==> config.mk <==
export PLATFORM = sky130hd
export DESIGN_NAME = intr_entry_unit
export DESIGN_NICKNAME = d
export VERILOG_FILES = /design/src/rtl/intr_entry_pkg.sv /design/src/rtl/intr_prio_pick.sv /design/src/rtl/intr_vec_form.sv /design/src/rtl/intr_ctx_form.sv /design/src/rtl/intr_entry_unit.sv
export SDC_FILE = /design/constraint.sdc
export NUM_CORES = 1
export LEC_CHECK = 0
export ABC_AREA = 1
export CAP_MARGIN = 15
export CORE_MARGIN = 5
export CORE_UTILIZATION = 45
export CTS_CLUSTER_DIAMETER = 80
export DETAILED_ROUTE_END_ITERATION = 10
export GPL_TIMING_DRIVEN = 0
export MAX_ROUTING_LAYER = met4
export PLACE_DENSITY = 0.95
export SETUP_SLACK_MARGIN = 0.4
export SYNTH_ARGS = -nofsm -noshare
export SYNTH_HDL_FRONTEND = slang
export SYNTH_SLANG_ARGS = --single-unit
==> constraint.sdc <==
create_clock -name clk -period 3 [get_ports clk]
set_input_delay 0.9 -clock clk [delete_from_list [all_inputs] [get_ports clk]]
set_output_delay 0.9 -clock clk [all_outputs]
set_load 0.01 [all_outputs]
==> src/rtl/intr_entry_pkg.sv <==
package intr_entry_pkg;

   localparam int XLEN = 32;

   // big-endian bit n of a 32-bit word sits at vector index 31-n
   function automatic int be2le(input int n);
      return XLEN - 1 - n;
   endfunction

   localparam int B_EE = 31 - 16;
   localparam int B_PR = 31 - 17;
   localparam int B_ME = 31 - 19;
   localparam int B_IP = 31 - 25;
   localparam int B_IR = 31 - 26;
   localparam int B_DR = 31 - 27;
   localparam int B_RI = 31 - 30;

   // source indices, index order is priority order (0 highest)
   localparam int NSRC    = 7;
   localparam int S_SRST  = 0;
   localparam int S_MCHK  = 1;
   localparam int S_ISI   = 2;
   localparam int S_DSI   = 3;
   localparam int S_SC    = 4;
   localparam int S_EXT   = 5;
   localparam int S_DEC   = 6;

   localparam int ISI_CW  = 4;

   // state bits that survive into the second save register
   function automatic logic [XLEN-1:0] keep_mask();
      logic [XLEN-1:0] m;
      m = '0;
      for (int n = 0; n < XLEN; n++) begin
         if (n == 0 || (n >= 5 && n <= 9) || n >= 16) m[be2le(n)] = 1'b1;
      end
      return m;
   endfunction

   function automatic logic [11:0] src_offset(input int s);
      case (s)
         S_SRST:  return 12'h100;
         S_MCHK:  return 12'h200;
         S_DSI:   return 12'h300;
         S_ISI:   return 12'h400;
         S_EXT:   return 12'h500;
         S_DEC:   return 12'h900;
         S_SC:    return 12'hC00;
         default: return 12'h000;
      endcase
   endfunction

endpackage

==> src/rtl/intr_prio_pick.sv <==
module intr_prio_pick #(
   parameter int N = 7
) (
   input  logic [N-1:0] req,
   output logic [N-1:0] grant,
   output logic         any
);
   logic [N:0] blocked;

   assign blocked[0] = 1'b0;

   generate
      for (genvar i = 0; i < N; i++) begin : g_slot
         assign blocked[i+1] = blocked[i] | req[i];
         assign grant[i]     = req[i] & ~blocked[i];
      end
   endgenerate

   assign any = blocked[N];
endmodule

==> src/rtl/intr_vec_form.sv <==
module intr_vec_form
   import intr_entry_pkg::*;
#(
   parameter bit              HAS_HIGH_PREFIX = 1'b1,
   parameter logic [XLEN-1:0] HIGH_PREFIX     = 32'hFFFF_F000
) (
   input  logic [NSRC-1:0] grant,
   input  logic            ip_bit,
   output logic [XLEN-1:0] vec
);
   logic [11:0]     offs;
   logic [XLEN-1:0] base;

   always_comb begin
      offs = '0;
      for (int i = 0; i < NSRC; i++) begin
         if (grant[i]) offs = offs | src_offset(i);
      end
   end

   generate
      if (HIGH_PREFIX[11:0] != 12'h000) begin : g_bad_prefix
         $error("HIGH_PREFIX must leave the low 12 bits clear");
      end
      if (HAS_HIGH_PREFIX) begin : g_dual
         assign base = ip_bit ? HIGH_PREFIX : '0;
      end else begin : g_low_only
         logic unused_ip;
         assign unused_ip = ip_bit;
         assign base      = '0;
      end
   endgenerate

   assign vec = base | {{(XLEN-12){1'b0}}, offs};
endmodule

==> src/rtl/intr_ctx_form.sv <==
module intr_ctx_form
   import intr_entry_pkg::*;
(
   input  logic [NSRC-1:0]   grant,
   input  logic [XLEN-1:0]   msr_in,
   input  logic [ISI_CW-1:0] isi_cause,
   input  logic              ctx_valid,
   input  logic [XLEN-1:0]   cur_pc,
   input  logic [XLEN-1:0]   next_pc,
   output logic [XLEN-1:0]   srr0_nxt,
   output logic [XLEN-1:0]   srr1_nxt,
   output logic [XLEN-1:0]   msr_nxt
);
   localparam logic [XLEN-1:0] KEEP = keep_mask();

   logic [XLEN-1:0] cause;
   logic            async_src;
   logic            at_fault;

   assign async_src = grant[S_SRST] | grant[S_MCHK];
   assign at_fault  = grant[S_MCHK] | grant[S_ISI] | grant[S_DSI];

   always_comb begin
      cause = '0;
      if (grant[S_ISI]) begin
         cause[be2le(1)]  = isi_cause[0];
         cause[be2le(3)]  = isi_cause[1];
         cause[be2le(4)]  = isi_cause[2];
         cause[be2le(10)] = isi_cause[3];
      end
   end

   assign srr1_nxt = (msr_in & KEEP) | (cause & ~KEEP);
   assign srr0_nxt = at_fault ? cur_pc : next_pc;

   always_comb begin
      msr_nxt       = msr_in;
      msr_nxt[B_IR] = 1'b0;
      msr_nxt[B_DR] = 1'b0;
      msr_nxt[B_PR] = 1'b0;
      msr_nxt[B_RI] = async_src ? ctx_valid : 1'b1;
   end
endmodule

==> src/rtl/intr_entry_unit.sv <==
module intr_entry_unit
   import intr_entry_pkg::*;
#(
   parameter int              DSISR_W         = 32,
   parameter bit              HAS_HIGH_PREFIX = 1'b1,
   parameter logic [31:0]     HIGH_PREFIX     = 32'hFFFF_F000,
   parameter logic [31:0]     MSR_RESET       = 32'h0000_0040
) (
   input  logic               clk,
   input  logic               rst_n,
   input  logic               sreset_req,
   input  logic               mchk_req,
   input  logic               ext_req,
   input  logic               dec_req,
   input  logic               sc_req,
   input  logic               isi_req,
   input  logic [3:0]         isi_cause,
   input  logic               dsi_req,
   input  logic [31:0]        dsi_addr,
   input  logic [DSISR_W-1:0] dsi_status,
   input  logic               ctx_valid,
   input  logic               rfi_req,
   input  logic [31:0]        cur_pc,
   input  logic [31:0]        next_pc,
   input  logic [31:0]        msr_in,
   output logic               msr_load,
   output logic [31:0]        msr_value,
   output logic               redirect_valid,
   output logic [31:0]        redirect_pc,
   output logic [31:0]        srr0,
   output logic [31:0]        srr1,
   output logic [31:0]        dar,
   output logic [DSISR_W-1:0] dsisr,
   output logic               checkstop
);
   generate
      if (DSISR_W < 1 || DSISR_W > 32) begin : g_bad_w
         $error("DSISR_W must lie in 1..32");
      end
   endgenerate

   logic [NSRC-1:0] req_vec;
   logic [NSRC-1:0] grant;
   logic            take;
   logic [31:0]     vec;
   logic [31:0]     srr0_nxt;
   logic [31:0]     srr1_nxt;
   logic [31:0]     msr_nxt;
   logic            halt_now;

   always_comb begin
      req_vec         = '0;
      req_vec[S_SRST] = sreset_req;
      req_vec[S_MCHK] = mchk_req;
      req_vec[S_ISI]  = isi_req;
      req_vec[S_DSI]  = dsi_req;
      req_vec[S_SC]   = sc_req;
      req_vec[S_EXT]  = ext_req & msr_in[B_EE];
      req_vec[S_DEC]  = dec_req & msr_in[B_EE];
   end

   intr_prio_pick #(.N(NSRC)) u_pick (
      .req   (req_vec),
      .grant (grant),
      .any   (take)
   );

   intr_vec_form #(
      .HAS_HIGH_PREFIX (HAS_HIGH_PREFIX),
      .HIGH_PREFIX     (HIGH_PREFIX)
   ) u_vec (
      .grant  (grant),
      .ip_bit (msr_in[B_IP]),
      .vec    (vec)
   );

   intr_ctx_form u_ctx (
      .grant     (grant),
      .msr_in    (msr_in),
      .isi_cause (isi_cause),
      .ctx_valid (ctx_valid),
      .cur_pc    (cur_pc),
      .next_pc   (next_pc),
      .srr0_nxt  (srr0_nxt),
      .srr1_nxt  (srr1_nxt),
      .msr_nxt   (msr_nxt)
   );

   assign halt_now = grant[S_MCHK] & ~msr_in[B_ME];

   always_ff @(posedge clk) begin
      if (!rst_n) begin
         msr_load       <= 1'b0;
         msr_value      <= MSR_RESET;
         redirect_valid <= 1'b0;
         redirect_pc    <= '0;
         srr0           <= '0;
         srr1           <= '0;
         dar            <= '0;
         dsisr          <= '0;
         checkstop      <= 1'b0;
      end else begin
         msr_load       <= 1'b0;
         redirect_valid <= 1'b0;
         if (!checkstop) begin
            if (take) begin
               if (halt_now) begin
                  checkstop <= 1'b1;
               end else begin
                  srr0           <= srr0_nxt;
                  srr1           <= srr1_nxt;
                  msr_value      <= msr_nxt;
                  msr_load       <= 1'b1;
                  redirect_valid <= 1'b1;
                  redirect_pc    <= vec;
                  if (grant[S_DSI]) begin
                     dar   <= dsi_addr;
                     dsisr <= dsi_status;
                  end
               end
            end else if (rfi_req) begin
               msr_value      <= srr1;
               msr_load       <= 1'b1;
               redirect_pc    <= srr0;
               redirect_valid <= 1'b1;
            end
         end
      end
   end
endmodule

# [Word level (Yosys, flattened, before mapping)]
# Index checks and enable logic that the tools add are counted.
[classes] n_eq_ne=1 mux=31 bitwise=36 reduce_logical=5
[ops] cell="$mux W32" count=8
[ops] cell="$mux W12" count=12
[ops] cell="$or A12 B12 Y12" count=6
[ops] cell="$or A32 B12 Y32" count=1
[ops] cell="$or A32 B31 Y32" count=1
[ops] cell="$not A1 Y1" count=10
[ops] cell="$and A1 B1 Y1" count=9
[ops] cell="$mux W1" count=9
[ops] cell="$mux W9" count=1
[ops] cell="$or A1 B1 Y1" count=9
[ops] cell="$reduce_and A3 Y1" count=2
[ops] cell="$reduce_and A4 Y1" count=1
[ops] cell="$mux W2" count=1
[ops] cell="$ne A2 B2 Y1 const B" count=1
[ops] cell="$reduce_bool A2 Y1" count=1
[ops] cell="$reduce_or A2 Y1" count=1
[word_totals] ff_bits=194 in_bits=175 out_inout_bits=195 wordCells=81

# [Depth between registers and ports, before layout]
[depth] depth_word=18 mapped_depth=9 depth_no_buf=8

# [By module]
# A second synthesis with hierarchy kept.
[unflattened] cells_unflattened=1544 hier_area_um2=9605.5
[by_module_without_submodules] mod="intr_entry_unit" instances=1 cells_each=1312 area_per_inst_um2=8295.5 seq_area_each_um2=3883.7
[by_module_without_submodules] mod="intr_ctx_form" instances=1 cells_each=177 area_per_inst_um2=967.2 seq_area_each_um2=0.0
[by_module_without_submodules] mod="intr_vec_form" instances=1 cells_each=37 area_per_inst_um2=249.0 seq_area_each_um2=0.0
[by_module_without_submodules] mod="intr_prio_pick" instances=1 cells_each=18 area_per_inst_um2=93.8 seq_area_each_um2=0.0

# [Worst setup path after synthesis]
# OpenSTA, ideal clock, no wires.
[synth_path] path_kind="input to register" start="in sc_req" end="reg msr_value[6]" setup_ps=133 arrival_time_ps=1856 required_ps=2867 setup_slack_ps=1010 cell_stages=9 path_buffers=1 cell_sequence="inv_1 > nand2_1 > nor2_1 > nand2_2 > nand2_1 > buf_2 > nand2_1 > nand2_1 > nand3_1"
[synth_between] elab_chain_len=5 word_cells_on_any_way=7 classes_between="1 x eq/ne; 1 x mux; 3 x bitwise; 2 x reduce/logical"
[synth_rtl] element="start: declaration" line_no="intr_entry_unit.sv:15" text="input logic sc_req,"
[synth_rtl] element="$or A1 B1 Y1 (*) (3 in a row)" line_no="intr_prio_pick.sv:14" text="assign blocked[i+1] = blocked[i] | req[i];"
[synth_rtl] element="$ne A2 B2 Y1 (no line) / $reduce_bool A2 Y1 (equally long branches)"
[synth_rtl] element="$reduce_and A3 Y1 (no line)"
[synth_rtl] element="end signal: assignment" line_no="intr_entry_unit.sv:112" text="msr_value <= msr_nxt;"
[synth_rtl] element="end signal: assignment" line_no="intr_entry_unit.sv:122" text="msr_value <= srr1;"
[synth_rtl] element="end: declaration" line_no="intr_entry_unit.sv:27" text="output logic [31:0] msr_value,"
# Mark *: on every way between the ends. The rest lies on a longest branch, timed or not.
# A chain may end at the register's enable or synchronous reset.

# [Worst setup path after layout]
[layout_path] start="in mchk_req" end="reg srr0[1]"
[layout_between] elab_chain_len=7 word_cells_on_any_way=17 classes_between="1 x mux; 15 x bitwise; 1 x reduce/logical"
[layout_rtl] element="start: declaration" line_no="intr_entry_unit.sv:12" text="input logic mchk_req,"
[layout_rtl] element="$or A1 B1 Y1 (6 in a row)" line_no="intr_prio_pick.sv:14"
[layout_rtl] element="$reduce_and A3 Y1 (no line)"
[layout_rtl] element="end signal: assignment" line_no="intr_entry_unit.sv:110" text="srr0 <= srr0_nxt;"
[layout_rtl] element="end: declaration" line_no="intr_entry_unit.sv:30" text="output logic [31:0] srr0,"
# Parallel ways exist; a longest one is shown, timed or not.

==> summary.md <==
| Metric | Value |
|---|---|
| Max clock buf depth | 2 |
| Reg power frac | 42.9% |
| Wire length of the first global-routing pass | between 40000 and 50000 um |
| Total of max-cap violations | 0 |
| Reg2reg end | srr1[10]$_SDFFE_PN0P_ |
| Yosys warnings | 0 |
| Critical path type | in -> reg |
| Synth area leaders | dfxtp_1 47%, nor2_1 16%, nand2_1 15% |
| Mapped Area | approximately 8000 um2 |
| Total Routing Usage GR | between 30 and 40% |
| Post-route ant nets | 0 |
| Synthesized flop and latch total | 188 |
| Max Fclk | 396 MHz |
| FF-to-FF Start | checkstop$_SDFF_PN0_ |
| Hold crit path type | reg -> reg |
| Pwr/cell area | between 500 and 600 nW/um2 |
| CP required | approximately 3.3 ns |
| Layout Nets | 1763 |
| Die Area | just over 20000 um2 |
| Worst vdd ir | 0.400 mV |
| Hold Path Sink | redirect_pc[2]$_SDFFE_PN0P_ |
| Period utilization | 84.3% |
| R2R depth | 8 |
| Setup slack, reg-to-reg | 1.42 ns |
| Initial antenna violation count | 0 |
| Placer Congestion | a little over 0.9 |
| # diodes | 0 |
| DRC Markers | 0 |
| Slew HR | 49.8% |
| Congestion Overflow GR | 0 |
| Fin. Hold Viols | 0 |
| DRT iter0 DRCs | ~570 |
| Syn Area/Cell | between 6 and 7 um2 |
| Area of the core | ~17000 um2 |
| Setup crit start | mchk_req |
| Total number of vias | between 9k and 10k |
| Sw Share | 27.7% |
| Combinational Power Share | approximately a fifth |
| Vias in the first global route | approximately 9.2k |
| # IOs | 370 |
| Clk_skew | about 0.0075 ns |
| P_sw | between 1.5 and 2 mW |
| Vias per cell | 5.06 |
| Crit. End Element | flop |
| DRT Wirelength | about 31000 um |
| Die width | ~140 um |
| Avg WL per Cell | ~17 um |
| H-tree depth | 4 |
| Clock latency on the worst-skew pair | about 0.43 ns |
| CTS Buf Count | 17 |
| HP Start | redirect_pc[2]$_SDFFE_PN0P_ |
| Syn-to-layout area delta | 57.2% |
| Post-synth top area share | between 40 and 50% |
| Worst-margin pin slew | between 0.7 and 0.8 ns |
| CP max FO | 10 |
| Clock-pin transition on the worst setup and hold timing paths | 0.07 ns |
| Netlist cell types | 25 |
| Outcome | finished clean |
| Critical path arrival | between 2 and 3 ns |
| Initial Util | between 40 and 50% |
| CTS tree | built |
| DIE HEIGHT | 143 um |
| Post-layout util | between 70% and 80% |
| Final HPWL DP | roughly 24000 um |
| Fin Setup TNS | 0 ns |
| Final Setup Violations | 0 |
| Fin crit period | 2.53 ns |
| Cts hold-fix bufs | 0 |
| P_int | approximately 4.7 mW |
| Worst Setup Start Kind | primary input |
| RSZ-0062 raised after global routing | no |
| Sequential share of the synthesized area | between 40% and 50% |
| Clk sinks | ~190 |
| Yosys top cell by area | dfxtp_1 |
| Hold depth | 2 |
| Port-buffer cells | 363 |
| Row count | 48 |
| Largest net degree at the start of global routing | 18 |
| Clock network fraction of design power | roughly 37% |
| Max-slew violations | 0 |
| CTS Root Cell | clkbuf_16 |
| Cells after synthesis | 1201 |
| Pre-antenna DRT Iters | 6 |
| Leakage power | 5.67 nW |
| Layout cells sized above 1 | under 10% |
[registers in the layout, summed over array words and instances, names as in the netlist]
| register | cells |
|---|---|
| dsisr | 32 |
| checkstop | 1 |
| srr1 | 26 |
| srr0 | 32 |
| dar | 32 |
| redirect_valid | 1 |
| msr_value | 32 |
| redirect_pc | 32 |
[synth_stat cells]
cell,instances
buf_6,2
nand3_4,1
conb_1,1
nand3_2,1
buf_4,10
nand2_1,313
nand2_4,1
o21ai_1,29
nor2_4,2
nor2_2,3
nand3_1,52
nand2_2,4
nor2_1,344
clkbuf_1,34
a21oi_1,6
nand3b_1,1
or2_2,1
inv_1,62
buf_1,1
inv_2,2
buf_8,2
o21ai_0,107
dfxtp_1,188
clkbuf_2,1
buf_2,33
[metal layers]
layer  global-route usage, %  share of wire, %
met5                       -                 0
met4                    14.9               4.5
met3                    5.73               7.9
met2                    52.2                50
met1                    34.2                37
[repair_timing]
action | in CTS | in global routing
setup buffers | 0 | 0
hold endpoints to repair | 0 | 0
setup endpoints to repair | 0 | 27
resized for setup | 0 | 5
[power by group through the flow]
| stage | clock network, mW | logic, mW | registers [mW] |
|---|---|---|---|
| after global routing | 2.53 | 1.41 | 2.81 |
| after global placement | 0 | 1.26 | 2.83 |
| after floorplan | 0 | 0.463 | 2.90 |
| after detailed placement | 0 | 1.29 | 2.84 |
| final | 2.40 | 1.31 | 2.79 |
| after CTS | 2.42 | 1.30 | 2.78 |
[cells in the final DEF, fill, tap and decap left out, drive strengths merged, types with 48 or more instances in the layout]
cell type | netlist | final
inv | 64 | 70
clkdlybuf4s50 | 0 | 363
nand2 | 318 | 318
buf | 48 | 48
o21ai | 136 | 136
dfxtp | 188 | 188
nand3 | 54 | 54
clkbuf | 35 | 53
nor2 | 349 | 349
[logic make-up after synthesis]
logic type             synth area share [%]
AO/OA/AOI/OAI                          8.89
flip-flops                             47.1
buffers and inverters                  8.37
other                                0.0469
AND/OR/NAND/NOR                        35.6
[stage by stage]
step                      instances  hold slack [ns]  area [um2]  worst slack, ns  total power [mW]
final                          1826            0.477       12600            0.472              6.49
after global routing           1826            0.506       12600            0.398              6.75
after CTS                      1826            0.477       12500            0.484              6.51
after detailed placement       1794            0.467       11900           0.0290              4.13
after global placement         1794            0.454       11900           0.0592              4.09
after floorplan                1206            0.497        8010             1.01              3.36
[critical path: stages]
cell and delay, ns:
clkdlybuf4s50_1 0.51, o21ai_1 0.52, nand2_1 0.28, buf_2 0.26
nand2_1 0.09, nand2_1 0.06, nor2_1 0.14, nor2_1 0.07
[area by class of cell]
cell class | instances | area [um2]
buffer | 83 | 430
timing repair buffer | 363 | 3630
inverter | 64 | 240
multi-input combinational | 871 | 3590
clock inverter | 14 | 183
tap | 225 | 282
clock buffer | 18 | 439
fill | 1299 | 4790
sequential | 188 | 3760
[worst max path at each step]
| stage | endpoint | slack [ns] | depth (start not counted) |
|---|---|---|---|
| floorplan | msr_value[6]$_SDFFE_PN1P_ | 1.01 | 9 |
| global placement | srr1[4]$_SDFFE_PN0P_ | 0.06 | 9 |
| detailed placement | srr1[10]$_SDFFE_PN0P_ | 0.03 | 9 |
| CTS | srr0[31]$_SDFFE_PN0P_ | 0.48 | 9 |
| global route | msr_value[6]$_SDFFE_PN1P_ | 0.40 | 10 |
| finish | srr0[1]$_SDFFE_PN0P_ | 0.47 | 8 |
Power figures use the tool's default switching activity.
